==> config.mk <==
export PLATFORM = sky130hd
export DESIGN_NAME = prog_tick_timer
export DESIGN_NICKNAME = d
export VERILOG_FILES = /design/src/rtl/tick_timer_pkg.sv /design/src/rtl/tick_timer_dp.sv /design/src/rtl/tick_timer_ctrl.sv /design/src/rtl/prog_tick_timer.sv
export SDC_FILE = /design/constraint.sdc
export NUM_CORES = 1
export LEC_CHECK = 0
export BUFFER_PORTS_ARGS = -buffer_cell sky130_fd_sc_hd__clkbuf_2
export CORE_AREA = 2 2 54 56
export CTS_CLUSTER_DIAMETER = 50
export DETAILED_ROUTE_END_ITERATION = 8
export DIE_AREA = 0 0 56 58
export GPL_ROUTABILITY_DRIVEN = 1
export MAX_ROUTING_LAYER = met4
export PLACE_DENSITY = 0.72
export SYNTH_ARGS = -nofsm -noshare
export SYNTH_HDL_FRONTEND = slang
export SYNTH_SLANG_ARGS = --single-unit
==> constraint.sdc <==
create_clock -name clk -period 1.8 [get_ports clk]
set_input_delay 0 -clock clk [delete_from_list [all_inputs] [get_ports clk]]
set_output_delay 0 -clock clk [all_outputs]
set_load 0.02 [all_outputs]
==> src/rtl/tick_timer_pkg.sv <==
package tick_timer_pkg;
  typedef enum logic [1:0] {
    TM_OFF  = 2'b00,
    TM_REP  = 2'b01,
    TM_WDG  = 2'b10,
    TM_OFF2 = 2'b11
  } tmrMode_e;

  // strobes from control to datapath; at most one is acted on per cycle
  typedef struct packed {
    logic load;
    logic reload;
    logic dec;
  } tmrStrobe_t;
endpackage

==> src/rtl/tick_timer_dp.sv <==
module tick_timer_dp
  import tick_timer_pkg::*;
#(
  parameter int CNT_W = 8
) (
  input  logic             clk,
  input  logic             rstN,
  input  tmrStrobe_t       stb,
  input  logic [CNT_W-1:0] nIn,
  output logic [CNT_W-1:0] count,
  output logic             isZero,
  output logic             atOne
);
  localparam logic [CNT_W-1:0] ONE  = {{(CNT_W-1){1'b0}}, 1'b1};
  localparam logic [CNT_W-1:0] ZERO = '0;

  logic [CNT_W-1:0] nReg;

  always_ff @(posedge clk) begin
    if (!rstN) begin
      nReg  <= ZERO;
      count <= ZERO;
    end else begin
      if (stb.load) nReg <= nIn;
      if (stb.load)        count <= nIn;
      else if (stb.reload) count <= nReg;
      else if (stb.dec)    count <= count - ONE;
    end
  end

  assign isZero = (count == ZERO);
  assign atOne  = (count == ONE);

  // a decrement strobe lowers the count by exactly one
  p_dec_by_one_r3: assert property (@(posedge clk) disable iff (!rstN)
    stb.dec && !stb.load |=> count == $past(count) - ONE);

  // a write lands in the count on the next edge
  p_load_now_r4: assert property (@(posedge clk) disable iff (!rstN)
    stb.load |=> count == $past(nIn));
endmodule

==> src/rtl/tick_timer_ctrl.sv <==
module tick_timer_ctrl
  import tick_timer_pkg::*;
(
  input  logic       clk,
  input  logic       rstN,
  input  logic       tick4k,
  input  logic       tick64,
  input  logic       tick1,
  input  logic       tickMin,
  input  logic       tickHour,
  input  logic [1:0] modeSel,
  input  logic [2:0] srcSel,
  input  logic       reloadWr,
  input  logic       cdIrqEn,
  input  logic       wdIrqEn,
  input  logic       pulseMode,
  input  logic       cdFlagClr,
  input  logic       statusRd,
  input  logic       isZero,
  input  logic       atOne,
  output tmrStrobe_t stb,
  output logic       cdFlag,
  output logic       wdFlag,
  output logic       irq
);
  tmrMode_e mode;
  logic srcTick, widthTick, running, expire, cdSet, wdSet, pulseOn;

  assign mode = tmrMode_e'(modeSel);

  always_comb begin
    unique case (srcSel)
      3'b000:                 srcTick = tick4k;
      3'b001:                 srcTick = tick64;
      3'b010:                 srcTick = tick1;
      3'b011:                 srcTick = tickMin;
      3'b100, 3'b110, 3'b111: srcTick = tickHour;
      default:                srcTick = 1'b0;
    endcase
  end

  assign widthTick = (srcSel == 3'b000) ? tick4k : tick64;
  assign running   = ((mode == TM_REP) || (mode == TM_WDG)) && !isZero;
  assign expire    = running && srcTick && atOne && !reloadWr;
  assign cdSet     = expire && (mode == TM_REP);
  assign wdSet     = expire && (mode == TM_WDG);

  always_comb begin
    stb.load   = reloadWr;
    stb.reload = cdSet;
    stb.dec    = running && srcTick && !reloadWr && !cdSet;
  end

  always_ff @(posedge clk) begin
    if (!rstN) begin
      cdFlag  <= 1'b0;
      wdFlag  <= 1'b0;
      pulseOn <= 1'b0;
    end else begin
      if (cdSet)          cdFlag <= 1'b1;
      else if (cdFlagClr) cdFlag <= 1'b0;
      if (wdSet)          wdFlag <= 1'b1;
      else if (statusRd)  wdFlag <= 1'b0;
      if (cdSet && pulseMode) pulseOn <= 1'b1;
      else if (cdFlagClr || !cdIrqEn || !pulseMode || widthTick) pulseOn <= 1'b0;
    end
  end

  assign irq = (cdIrqEn && (pulseMode ? pulseOn : cdFlag)) || (wdIrqEn && wdFlag);

  // guard expiry leaves the counter stopped at zero
  p_wdg_stops_r5: assert property (@(posedge clk) disable iff (!rstN)
    wdSet |=> isZero && wdFlag);

  // a status read with no new expiry leaves the guard flag clear
  p_read_clears_r5: assert property (@(posedge clk) disable iff (!rstN)
    statusRd && !wdSet |=> !wdFlag);

  // a stopped counter never raises a flag
  p_zero_no_flag_r6: assert property (@(posedge clk) disable iff (!rstN)
    isZero |-> !cdSet && !wdSet);

  // a repeat expiry reloads a nonzero value and raises the flag
  p_rep_reload_r3: assert property (@(posedge clk) disable iff (!rstN)
    cdSet |=> cdFlag && !isZero);

  // clearing the flag ends the pulse on the next edge
  p_clear_ends_pulse_r9: assert property (@(posedge clk) disable iff (!rstN)
    cdFlagClr && !cdSet |=> !pulseOn);

  // level mode reflects the period flag
  p_level_follows_r7: assert property (@(posedge clk) disable iff (!rstN)
    !pulseMode && cdIrqEn && cdFlag |-> irq);
endmodule

==> src/rtl/prog_tick_timer.sv <==
module prog_tick_timer
  import tick_timer_pkg::*;
#(
  parameter int CNT_W = 8
) (
  input  logic             clk,
  input  logic             rstN,
  input  logic             tick4k,
  input  logic             tick64,
  input  logic             tick1,
  input  logic             tickMin,
  input  logic             tickHour,
  input  logic [1:0]       modeSel,
  input  logic [2:0]       srcSel,
  input  logic [CNT_W-1:0] reloadVal,
  input  logic             reloadWr,
  input  logic             cdIrqEn,
  input  logic             wdIrqEn,
  input  logic             pulseMode,
  input  logic             cdFlagClr,
  input  logic             statusRd,
  output logic [CNT_W-1:0] count,
  output logic             cdFlag,
  output logic             wdFlag,
  output logic             irq
);
  tmrStrobe_t stb;
  logic isZero, atOne;

  tick_timer_ctrl ctrl_i (
    .clk(clk), .rstN(rstN),
    .tick4k(tick4k), .tick64(tick64), .tick1(tick1),
    .tickMin(tickMin), .tickHour(tickHour),
    .modeSel(modeSel), .srcSel(srcSel), .reloadWr(reloadWr),
    .cdIrqEn(cdIrqEn), .wdIrqEn(wdIrqEn), .pulseMode(pulseMode),
    .cdFlagClr(cdFlagClr), .statusRd(statusRd),
    .isZero(isZero), .atOne(atOne),
    .stb(stb), .cdFlag(cdFlag), .wdFlag(wdFlag), .irq(irq)
  );

  tick_timer_dp #(.CNT_W(CNT_W)) dp_i (
    .clk(clk), .rstN(rstN), .stb(stb), .nIn(reloadVal),
    .count(count), .isZero(isZero), .atOne(atOne)
  );
endmodule

# Word level (Yosys, flattened, before mapping)
# Cells that the tools add are included.
word_totals:
  register_bits: 19
  out_inout_bits: 11
  word_cells: 55
op_classes:
  n_addsub: 1
  eq_ne: 9
  muxes: 12
  reduce_logical: 28
ops:
  columns: ["op", "count"]
  rows:
  - ["8-bit 2-to-1 mux", 3]
  - ["1-bit logical AND", 11]
  - ["3-bit equality test (second input constant)", 3]
  - ["8-bit by 1-bit equality test with 1-bit output (second input constant)", 1]
  - ["8-bit logical NOT", 1]
  - ["1-bit 2-to-1 mux", 8]
  - ["8-bit by 1-bit subtractor with 8-bit output (second input constant)", 1]
  - ["3-bit by 2-bit equality test with 1-bit output (second input constant)", 2]
  - ["2-bit nonzero test", 3]
  - ["1-bit logical NOT", 5]
  - ["1-bit logical OR", 5]
  - ["1-bit case mux with 5 select lines", 1]
  - ["3-bit by 1-bit equality test with 1-bit output (second input constant)", 1]
  - ["3-bit logical NOT", 1]
  - ["3-bit nonzero test", 1]
  - ["3-bit OR reduction", 1]
  - ["2-bit by 1-bit equality test with 1-bit output (second input constant)", 1]
  - ["2-bit equality test (second input constant)", 1]

# Depth between registers and ports, before layout
# Gate-level depths: netlist of run 1.
depth:
  word_depth: 12
  mapped_depth: 8

# Hierarchy
# A second synthesis of run 1 with hierarchy kept.
unflattened:
  hier_cells: 143
  hier_area_um2: 1184.9
modules_own_cells:
  columns: ["mod", "instances", "cells_per_inst", "area_per_inst_um2", "seq_area_each_um2"]
  rows:
  - ["tick_timer_dp", 1, 106, 883.3, 320.3]
  - ["tick_timer_ctrl", 1, 37, 301.5, 60.1]

# Worst setup path after synthesis of run 1
# OpenSTA, ideal clock, no wires.
synth_timing:
  path_kind: "register -> register"
  startpoint: "register dp_i.count[1]"
  endpoint: "register dp_i.count[7]"
  arrival_ps: 1847
  t_required_ps: 1676
  path_slack_ps: -170
  path_stages_with_launch: 9
  path_buffers: 1
  path_cell_list: "dfxtp_1 inv_1 ha_1 and4b_1 and2_1 buf_2 or3_4 nor3_2 nor4_2"
synth_via:
  elab_chain_cells: 10
synth_rtl:
  columns: ["item", "line", "rtl"]
  rows:
  - ["start, declared", "tick_timer_dp.sv:10", "output logic [CNT_W-1:0] count,"]
  - ["start signal, assigned", "tick_timer_dp.sv:25", "if (stb.load) count <= nIn;"]
  - ["start signal, assigned", "tick_timer_dp.sv:26", "else if (stb.reload) count <= nReg;"]
  - ["start signal, assigned", "tick_timer_dp.sv:27", "else if (stb.dec) count <= count - ONE;"]
  - ["branches (longest 10 deep; another with 8-bit by 1-bit subtractor with 8-bit output)", null, null]
# Parallel ways; which one is timed is not known. The select of a mux whose other input is x is not followed.
# A chain may end at the register's enable or synchronous reset.

# Final worst setup path of run 1
layout_timing:
  startpoint: "register dp_i.count[0]"
  endpoint: "register dp_i.count[5]"
# The elaborated chain is that of the path after synthesis.

==> run summary, run 1 <==
* **initial core utilization** 42.8%
* **average footprint of a synthesized cell** 9.05 um2
* **fraction of final layout cells with drive strength greater than 1** 39.2%
* **pwr dens** 622 nW/um2
* **post-detailed-placement half-perimeter wirelength** 2240 um
* **overall die area** 3250 um2
* **normalized max-slew margin** 68.3%
* **most repeated cell in the gate-level netlist after synthesis** dfxtp_1
* **static leakage** 0.720 nW
* **share of the cycle needed by the critical path after routing** 95.4%
* **gate count after technology mapping** 126
* **max capacitance violation total** 0
* **Max Root-Sink Buffers** 2
* **highest fanout seen on the critical path** 6
* **routability congestion estimate** 0.874
* **result of the run** completed
* **crit end category** register
* **critical path depth in cells** 7
* **DRC violations left** 0
* **delay of the slowest cell on the worst path** 0.37 ns
* **clock tree from TritonCTS** yes
* **post-route minimum period** 1.72 ns
* **Pins Over Slew Limit** 0
* **worst-case reg-to-reg path depth** 7
* **port buffer count** 36
* **maximum level of the CTS H-tree** 1
* **ant diodes** 0
* **Min-Delay Path Depth** 4
* **final count of hold timing violations** 0
* **chip height** 58 um
* **largest delay contributor family on the critical path** simple AND/OR/NAND/NOR gates
* **commonest cells in the netlist** dfxtp_1, nor2_1, mux2i_1
* **insertion delay of the later-clocked pin in the worst-skew pair** 0.30 ns
* **number of buffers inserted during clock tree synthesis** 3
* **Overflow after GRT** 0
* **Synth area leader** dfxtp_1
* **post-synth design cell area** 1140 um2
* **clock sink total** 19
* **Nets** 212
* **wire length of the first global-routing pass** 5120 um
* **prevailing post-synth register cell** dfxtp_1
* **Synth area leaders** dfxtp_1, mux2i_1, ha_1
* **worst-path cell with the longest stage delay** or3_4
* **fmax** 0.582 GHz
* **data required time at the worst endpoint** 1.99 ns
* **root buffer cell** clkbuf_4
* **number of nets produced by synthesis** 156
* **Starting DRT DRC Count** 19
* **WS Path Type** register to register
* **transition time at the pin with the least slew margin** 0.471 ns
* **total routing usage reported by global routing** 20.2%
* **sum of routed wire length over all layers** 2950 um
* **Via-to-Cell Ratio** 5.41
* **Avg WL per Cell** 13.9 um
* **Boundary Pins** 37
* **element type at the critical path start** register
* **total negative slack** 0 ns
* **endpoint arrival time on the critical path** 1.91 ns
* **CP cell instances** inv_2, ha_4, and4b_1, and2_4, or3_4, nor3_2, nor3_1
* **number of flops mapped to enable cells by yosys** 0
* **worst clock skew** 0.00550 ns
* **vias after detailed routing** 1147
* **vias in the first global route** 1201
* **number of distinct library cells after synthesis** 46
* **register area share after synthesis** 33.4%
* **Peak supply drop** 0.000626 V
* **Antenna Nets Post-Route** 0
* **count of standard-cell rows** 19
* **flip-flop and latch count after synthesis** 19
* **yosys warns** 0
* **FFs w/ async S/R, synth** 0%
* **Crit path buffers/inverters** 1
* **class of the tightest hold or removal check** input port to register
* **area share of the leading cell type in the synthesized netlist** 33.4%
* **share of the core filled with cells in the final layout** 59.3%
* **Die W** 56 um
* **final setup violating endpoints** 0
* **initial antenna violation count** 0
* **area added between synthesis and finish** 38.5%
* **first-pass iteration count of the detailed router** 4
* **total core area** 2660 um2
* **CTS clock-pin slew for the worst setup and hold paths** 0.11 ns
* **setup repair after global routing missed its margin** no
* **pin count of the biggest net entering global routing** 17
[layout make-up]
class	instances	area, um2
Clock buffer	4	26.3
Fill cell	248	1080
Inverter	8	30.0
Multi-Input combinational cell	94	737
Sequential cell	19	387
Tap cell	31	38.8
Timing Repair Buffer	56	360
[kinds of logic (layout without fill, tap and decap cells)]
kind of cell / after synthesis / count (layout) / share of synthesized area (%)
simple gates: 47 / 47 / 25.0
compound gates: 29 / 29 / 20.9
flops: 19 / 19 / 33.4
buf+inv: 13 / 68 / 4.39
mux: 10 / 10 / 8.89
fa+ha+maj: 4 / 4 / 4.39
xor+xnor: 4 / 4 / 3.07
[cell usage in the layout (no fill, tap or decap), types with 2 or more instances in the layout]
cell type | synthesis | routed
a21oi_1 | 7 | 7
and3_1 | 3 | 3
buf_4 | 0 | 8
clkbuf_2 | 0 | 36
clkbuf_4 | 0 | 3
dfxtp_1 | 19 | 14
dfxtp_2 | 0 | 5
dlygate4sd3_1 | 0 | 12
ha_1 | 4 | 3
inv_1 | 7 | 5
inv_2 | 0 | 2
mux2i_1 | 9 | 9
nand2_1 | 6 | 6
nand3_1 | 4 | 4
nor2_1 | 11 | 11
nor3_1 | 8 | 8
nor3_2 | 3 | 3
nor4_2 | 2 | 2
o21ai_1 | 2 | 3
o221ai_1 | 4 | 2
o221ai_2 | 1 | 3
o32ai_1 | 2 | 2
xnor2_1 | 3 | 3
[stage by stage]
stage	instance area [um2]	hold WS, ns	setup slack (ns)	instances	power (mW)
floorplan	1150	0.116	0.00635	126	0.641
global placement	1410	0.227	0.00780	196	0.735
detailed placement	1410	0.242	-0.0245	196	0.743
CTS	1570	0.0341	0.0193	212	0.984
global route	1580	0.0638	0.000851	212	1.04
finish	1580	0.0311	0.0831	212	0.982
[per-layer routing]
metal / track usage, % / routed length (um)
met2: 36.6 / 1570
met3: 2.46 / 67
met5: - / 0
met4: 8.16 / 38
met1: 22.5 / 1270
[tightest hold or removal path: cells and delay by family]
| family | cells | cell delay, ns |
|---|---|---|
| simple gates | 1 | 0.08 |
| buf+inv | 1 | 0.09 |
| mux | 1 | 0.06 |
| compound gates | 1 | 0.06 |
[worst paths after layout]
| path | start | endpoint | slack (ns) |
|---|---|---|---|
| worst max register to register | dp_i.count[0]$_SDFFE_PN0P_ | dp_i.count[5]$_SDFFE_PN0P_ | 0.08 |
| worst max-delay path | dp_i.count[0]$_SDFFE_PN0P_ | dp_i.count[5]$_SDFFE_PN0P_ | 0.08 |
| worst min-delay path | tick64 | ctrl_i.pulseOn$_SDFFE_PN0P_ | 0.03 |
| worst min register to register | dp_i.nReg[1]$_SDFFE_PN0P_ | dp_i.nReg[1]$_SDFFE_PN0P_ | 0.48 |
[state kept, by name, indices dropped and copies added (netlist names)]
| name | flops |
|---|---|
| dp_i.count | 8 |
| ctrl_i.cdFlag | 1 |
| ctrl_i.wdFlag | 1 |
| dp_i.nReg | 8 |
| ctrl_i.pulseOn | 1 |
[what timing repair did]
item | in CTS | in global routing
hold endpoints to repair | 13 | 0
pin swaps | 0 | 1
hold buffers | 12 | 0
gates resized for setup | 3 | 4
buffers inserted | 0 | 0
setup endpoints to repair | 4 | 5
gates cloned | 0 | 0
[report_power, final]
group / internal, mW / leakage [nW] / switching, mW
combinational: 0.138 / 0.547 / 0.157
sequential: 0.448 / 0.158 / 0.0201
clock: 0.0865 / 0.0150 / 0.133
total: 0.672 / 0.720 / 0.310
Power figures use the tool's default switching activity.
==> run 2: changes to the inputs <==
Settings changed: ABC_AREA set to 1, CORE_AREA 2 2 54 56 to 2 2 56 58, DIE_AREA 0 0 56 58 to 0 0 58 60, PLACE_DENSITY 0.72 to 0.74.
==> run summary, run 2 <==
* **result of the run** completed, unchanged
* **first-pass iteration count of the detailed router** 4, unchanged
* **leading cell type in the layout, fill and taps excluded** nand2_1, was clkbuf_2
* **Max Root-Sink Buffers** 2, unchanged
* **port buffer count** 36, unchanged
* **normalized max-slew margin** 74.1%, was 68.3%
* **end point of the worst hold path** ctrl_i.pulseOn$_SDFFE_PN0P_, unchanged
* **number of flops mapped to enable cells by yosys** 0, unchanged
* **share of the cycle needed by the critical path after routing** 89.9%, was 95.4%
* **Avg WL per Cell** 10.6 um, was 13.9 um
* **initial antenna violation count** 0, unchanged
* **pin count of the biggest net entering global routing** 20, was 17
* **register area share after synthesis** 29.5%, was 33.4%
* **Peak supply drop** 0.000514 V, was 0.000626 V
* **worst-case reg-to-reg path depth** 9, was 7
* **yosys warns** 0, unchanged
* **origin of the worst min-delay path** tick64, unchanged
* **Antenna Nets Post-Route** 0, unchanged
* **endpoint arrival time on the critical path** 1.88 ns, was 1.91 ns
* **number of buffers inserted during clock tree synthesis** 3, unchanged
* **Min-Delay Path Depth** 4, unchanged
* **Synth area leaders** dfxtp_1, nand2_1, inv_1, was dfxtp_1, mux2i_1, ha_1
* **sequential cell fraction of total power** 43.3%, was 47.7%
* **setup repair after global routing missed its margin** no, unchanged
* **static leakage** 0.949 nW, was 0.720 nW
* **count of standard-cell rows** 20, was 19
* **post-synth design cell area** 1290 um2, was 1140 um2
* **slack of the worst reg-to-reg path** 0.18 ns, was 0.08 ns
* **total core area** 2900 um2, was 2660 um2
* **insertion delay of the later-clocked pin in the worst-skew pair** 0.31 ns, was 0.30 ns
* **wire length of the first global-routing pass** 5330 um, was 5120 um
* **clock tree from TritonCTS** yes, unchanged
* **data required time at the worst endpoint** 2.06 ns, was 1.99 ns
* **vias after detailed routing** 1384, was 1147
* **initial core utilization** 44.4%, was 42.8%
* **final count of hold timing violations** 0, unchanged
* **max capacitance violation total** 0, unchanged
* **Overflow after GRT** 0, unchanged
* **Die W** 58 um, was 56 um
* **root buffer cell** clkbuf_4, unchanged
* **Synth area leader** dfxtp_1, unchanged
* **total routing usage reported by global routing** 20.5%, was 20.2%
* **power dissipated by switching net loads** 0.394 mW, was 0.310 mW
* **Top Registers** dp_i.count x8, dp_i.nReg x8, unchanged
* **portion of total power attributed to the clock network** 21.3%, was 22.3%
* **number of distinct library cells after synthesis** 29, was 46
* **number of nets produced by synthesis** 230, was 156
* **overall die area** 3480 um2, was 3250 um2
* **most used cells in the layout excluding fill and tap cells** nand2_1, clkbuf_2, inv_1, dfxtp_1, nand3_1, was clkbuf_2, dfxtp_1, dlygate4sd3_1, nor2_1, mux2i_1
* **routability congestion estimate** 0.811, was 0.874
* **WS Path Type** register to register, unchanged
* **highest fanout seen on the critical path** 10, was 6
* **overall power consumption** 1.08 mW, was 0.982 mW
* **transition time at the pin with the least slew margin** 0.387 ns, was 0.471 ns
* **share of the core filled with cells in the final layout** 58.8%, was 59.3%
* **DRC violations left** 0, unchanged
* **maximum level of the CTS H-tree** 1, unchanged
* **gate count after technology mapping** 200, was 126
* **Pins Over Slew Limit** 0, unchanged
* **vias in the first global route** 1309, was 1201
* **crit end category** register, unchanged
* **fraction of final layout cells with drive strength greater than 1** 28.6%, was 39.2%
* **sum of routed wire length over all layers** 3040 um, was 2950 um
* **Starting DRT DRC Count** 39, was 19
* **FFs w/ async S/R, synth** 0%, unchanged
* **flip-flop and latch count after synthesis** 19, unchanged
* **switching fraction of total power** 36.3%, was 31.6%
* **ant diodes** 0, unchanged
* **Nets** 286, was 212
* **chip height** 60 um, was 58 um
* **clock sink total** 19, unchanged
* **Boundary Pins** 37, unchanged
* **element type at the critical path start** register, unchanged
* **logic gate share of total power** 35.4%, was 30.0%
* **average footprint of a synthesized cell** 6.45 um2, was 9.05 um2
* **post-route minimum period** 1.62 ns, was 1.72 ns
* **worst clock skew** 0.00298 ns, was 0.00550 ns
* **most repeated cell in the gate-level netlist after synthesis** nand2_1, was dfxtp_1
* **CTS clock-pin slew for the worst setup and hold paths** 0.12 ns, was 0.11 ns
* **internal portion of total power** 0.691 mW, was 0.672 mW
* **area added between synthesis and finish** 32.4%, was 38.5%
* **post-detailed-placement half-perimeter wirelength** 2230 um, was 2240 um
* **worst flop-to-flop path endpoint** dp_i.count[3]$_SDFFE_PN0P_, was dp_i.count[5]$_SDFFE_PN0P_
* **fmax** 0.618 GHz, was 0.582 GHz
* **area share of the leading cell type in the synthesized netlist** 29.5%, was 33.4%
* **commonest cells in the netlist** nand2_1, inv_1, dfxtp_1, was dfxtp_1, nor2_1, mux2i_1
* **prevailing post-synth register cell** dfxtp_1, unchanged
* **final setup violating endpoints** 0, unchanged
* **Via-to-Cell Ratio** 4.81, was 5.41
* **start of the worst register-to-register path** dp_i.count[1]$_SDFFE_PN0P_, was dp_i.count[0]$_SDFFE_PN0P_
* **total negative slack** 0 ns, unchanged
* **class of the tightest hold or removal check** input port to register, unchanged
* **pwr dens** 635 nW/um2, was 622 nW/um2
-- run 2: cell count changes after synthesis, moves of 3 or more --
cell	before	now
nor3_1	8	2
mux2i_1	9	0
o221ai_1	4	0
and3_1	3	0
a21oi_1	7	11
nor3_2	3	0
nand4_1	0	10
nand3_1	4	15
inv_1	7	33
nand2_1	6	62
a21oi_2	0	6
nor2_2	0	3
-- run 2: worst max-delay path: stages, from the launching register on --
cell and delay, ns:
dfxtp_2 0.35, inv_1 0.11, ha_1 0.16, inv_1 0.07, nor3_4 0.22, nand4_4 0.17
buf_4 0.22, nand3_1 0.08, nand2_1 0.07, a21oi_2 0.12
-- run 2: cells by family (layout without fill, tap and decap cells) --
logic type | Yosys count | count (layout) | synth area share [%]
buffers and inverters | 42 | 97 | 13.1
AO/OA/AOI/OAI | 22 | 22 | 10.6
adder cells (fa/ha/maj) | 4 | 4 | 3.88
flip-flops | 19 | 19 | 29.5
AND/OR/NAND/NOR | 110 | 110 | 40.9
XOR/XNOR | 3 | 3 | 2.04
-- run 2: worst max path at each step --
stage / startpoint / endpoint / slack [ns] / cells past startpoint
finish: dp_i.count[1]$_SDFFE_PN0P_ / dp_i.count[3]$_SDFFE_PN0P_ / 0.18 / 9
global route: dp_i.count[1]$_SDFFE_PN0P_ / dp_i.count[7]$_SDFFE_PN0P_ / 0.005 / 11
CTS: dp_i.count[0]$_SDFFE_PN0P_ / dp_i.count[6]$_SDFFE_PN0P_ / 0.09 / 10
detailed placement: dp_i.count[1]$_SDFFE_PN0P_ / dp_i.count[5]$_SDFFE_PN0P_ / 0.12 / 10
global placement: dp_i.count[1]$_SDFFE_PN0P_ / dp_i.count[6]$_SDFFE_PN0P_ / 0.14 / 10
floorplan: dp_i.count[0]$_SDFFE_PN0P_ / dp_i.count[3]$_SDFFE_PN0P_ / 0.01 / 10
-- run 2: metrics by stage --
step	instances	worst slack [ns]	hold slack, ns	cell area, um2
3_5_place_dp	272	0.115	0.262	1550
5_1_grt	288	0.00526	0.0162	1710
2_1_floorplan	200	0.0126	0.160	1290
3_3_place_gp	272	0.144	0.260	1550
6_report	288	0.182	0.00659	1710
4_1_cts	286	0.0860	0.00939	1670
-- run 2: routing by layer --
metal | wire length (um) | GRT usage [%] | vias up
li1 | - | - | 740
met1 | 1370 | 24.0 | 588
met2 | 1410 | 35.1 | 49
met3 | 202 | 3.03 | 7
met4 | 61 | 8.97 | 0
met5 | 0 | - | -
-- run 2: area by class of cell --
type                       instances  area, um2
fill                             283       1190
multi-input combinational        139        758
sequential                        19        383
timing repair buffer              57        363
inverter                          36        135
tap                               33       41.3
clock buffer                       3       22.5
clock inverter                     1       5.00
-- run 2: power groups by stage --
stage	combinational, mW	clock [mW]	sequential, mW
final	0.384	0.231	0.470
after global routing	0.432	0.260	0.474
after CTS	0.379	0.241	0.469
after detailed placement	0.360	0	0.478
after global placement	0.355	0	0.478
after floorplan	0.224	0	0.502
-- run 2: timing repair --
item                                    in CTS  in global routing
setup buffers                                0                  2
endpoints found under the hold margin       10                  0
endpoints found under the setup margin       0                  8
hold buffers                                10                  0
resized for setup                            0                  6
==> run 3: changes to the inputs <==
Settings changed: CTS_CLUSTER_DIAMETER 50 to 200, HOLD_SLACK_MARGIN set to 0.12.
==> run summary, run 3 (synthesis gave the netlist of run 2 again) <==
* **worst-path cell with the longest stage delay** dfxtp_2, unchanged
* **vias in the first global route** 1437, was 1309
* **Antenna Nets Post-Route** 0, unchanged
* **Nets** 298, was 286
* **port buffer count** 36, unchanged
* **endpoint arrival time on the critical path** 1.88 ns, about the same
* **WS Path Type** register to register, unchanged
* **setup repair after global routing missed its margin** no, unchanged
* **total routing usage reported by global routing** 22.1%, was 20.5%
* **class of the tightest hold or removal check** input port to register, unchanged
* **clock tree from TritonCTS** yes, unchanged
* **cell occurring most often along the worst timing path** inv_1, unchanged
* **largest delay contributor family on the critical path** simple AND/OR/NAND/NOR gates, unchanged
* **final setup violating endpoints** 0, unchanged
* **clock sink total** 19, unchanged
* **root buffer cell** clkbuf_4, unchanged
* **data required time at the worst endpoint** 2.06 ns, about the same
* **Max Root-Sink Buffers** 2, unchanged
* **count of standard-cell rows** 20, unchanged
* **pwr dens** 607 nW/um2, was 635 nW/um2
* **vias after detailed routing** 1456, was 1384
* **DRC violations left** 0, unchanged
* **routability congestion estimate** 0.811, unchanged
* **Peak supply drop** 0.000509 V, was 0.000514 V
* **wire length of the first global-routing pass** 5770 um, was 5330 um
* **logic gate share of total power** 36.7%, was 35.4%
* **result of the run** completed, unchanged
* **highest fanout seen on the critical path** 10, unchanged
* **area added between synthesis and finish** 41.7%, was 32.4%
* **Area after DPL** 1550 um2, unchanged
* **Pins Over Slew Limit** 0, unchanged
* **element type at the critical path start** register, unchanged
* **worst setup margin** 0.180 ns, was 0.182 ns
* **initial antenna violation count** 0, unchanged
* **CP cell instances** inv_1, ha_1, inv_1, nor3_4, nand4_4, buf_4, nand3_1, nand2_1, a21oi_2, unchanged
* **total negative slack** 0 ns, unchanged
* **number of buffers inserted during clock tree synthesis** 3, unchanged
* **Top Registers** dp_i.count x8, dp_i.nReg x8, unchanged
* **ant diodes** 0, unchanged
* **sequential cell fraction of total power** 42.4%, was 43.3%
* **post-detailed-placement half-perimeter wirelength** 2230 um, unchanged
* **max capacitance violation total** 0, unchanged
* **Via-to-Cell Ratio** 4.85, was 4.81
* **leading cell type in the layout, fill and taps excluded** nand2_1, unchanged
* **fmax** 0.617 GHz, was 0.618 GHz
* **insertion delay of the later-clocked pin in the worst-skew pair** 0.31 ns, about the same
* **setup slack at placement** 0.115 ns, unchanged
* **sum of routed wire length over all layers** 3310 um, was 3040 um
* **share of the cycle needed by the critical path after routing** 90.0%, was 89.9%
* **switching fraction of total power** 36.2%, was 36.3%
* **crit end category** register, unchanged
* **CTS clock-pin slew for the worst setup and hold paths** 0.12 ns, about the same
* **Boundary Pins** 37, unchanged
* **Crit path buffers/inverters** 3, unchanged
* **total core area** 2900 um2, unchanged
* **normalized max-slew margin** 71.2%, was 74.1%
* **fraction of final layout cells with drive strength greater than 1** 27.3%, was 28.6%
* **chip height** 60 um, unchanged
* **share of the core filled with cells in the final layout** 63.0%, was 58.8%
* **pin count of the biggest net entering global routing** 20, unchanged
* **transition time at the pin with the least slew margin** 0.431 ns, was 0.387 ns
* **overall die area** 3480 um2, unchanged
* **first-pass iteration count of the detailed router** 5, was 4
* **finished layout cell area** 1830 um2, was 1710 um2
* **final count of hold timing violations** 0, unchanged
* **static leakage** 0.988 nW, was 0.949 nW
* **internal portion of total power** 0.708 mW, was 0.691 mW
* **Die W** 58 um, unchanged
* **most used cells in the layout excluding fill and tap cells** nand2_1, clkbuf_2, inv_1, dlygate4sd3_1, dfxtp_1, was nand2_1, clkbuf_2, inv_1, dfxtp_1, nand3_1
* **worst clock skew** 0.00797 ns, was 0.00298 ns
* **delay of the slowest cell on the worst path** 0.35 ns, about the same
* **portion of total power attributed to the clock network** 21.0%, was 21.3%
* **maximum level of the CTS H-tree** 1, unchanged
* **Avg WL per Cell** 11.0 um, was 10.6 um
* **power dissipated by switching net loads** 0.401 mW, was 0.394 mW
* **Overflow after GRT** 0, unchanged
* **Starting DRT DRC Count** 36, was 39
* **initial core utilization** 44.4%, unchanged
* **post-route minimum period** 1.62 ns, about the same
run 3: cell count changes in the layout (fill, tap and decap cells not counted):
cell and change:
dlygate4sd3_1 +12
run 3: power by group through the flow:
stage / Combinational [mW] / Sequential, mW / Clock (mW)
floorplan: 0.224 / 0.502 / 0
finish: 0.407 / 0.470 / 0.233
global route: 0.455 / 0.474 / 0.260
CTS: 0.399 / 0.469 / 0.241
global placement: 0.355 / 0.478 / 0
detailed placement: 0.360 / 0.478 / 0
run 3: worst register-to-register path: cells and delay by family, from the launching register on:
kind / cells / cell delay (ns)
AND/OR/NAND/NOR: 4 / 0.54
buffers and inverters: 3 / 0.40
flip-flops: 1 / 0.35
adder cells (fa/ha/maj): 1 / 0.16
AO/OA/AOI/OAI: 1 / 0.12
run 3: routing by layer:
layer | GRT usage (%) | part of all wire (%)
met1 | 24.4 | 44
met2 | 39.6 | 48
met3 | 3.25 | 5.6
met4 | 9.63 | 1.9
met5 | - | 0
run 3: what timing repair did:
item | in CTS | in global routing
buffers inserted | 0 | 2
hold endpoints to repair | 19 | 0
gates resized for setup | 0 | 6
hold buffers | 22 | 0
endpoints found under the setup margin | 0 | 8
run 3: cell type report:
| cell class | instances | area (um2) |
|---|---|---|
| clock inverters | 1 | 5.00 |
| clock buffers | 3 | 22.5 |
| well taps | 33 | 41.3 |
| flip-flops and latches | 19 | 383 |
| repair buffers | 69 | 483 |
| fillers | 275 | 1070 |
| inverters | 36 | 135 |
| multi-input cells | 139 | 758 |
run 3: through the flow:
stage / hold slack [ns] / instances / power [mW]
global route: 0.149 / 300 / 1.19
detailed placement: 0.262 / 272 / 0.838
floorplan: 0.160 / 200 / 0.726
finish: 0.109 / 300 / 1.11
CTS: 0.121 / 298 / 1.11
global placement: 0.260 / 272 / 0.834
run 3: worst paths after layout:
kind,to,start,depth (start not counted),slack [ns]
hold / removal,ctrl_i.pulseOn$_SDFFE_PN0P_,cdIrqEn,5,0.11
setup reg to reg,dp_i.count[3]$_SDFFE_PN0P_,dp_i.count[1]$_SDFFE_PN0P_,9,0.18
hold reg to reg,dp_i.nReg[6]$_SDFFE_PN0P_,dp_i.nReg[6]$_SDFFE_PN0P_,2,0.48
setup / recovery,dp_i.count[3]$_SDFFE_PN0P_,dp_i.count[1]$_SDFFE_PN0P_,9,0.18
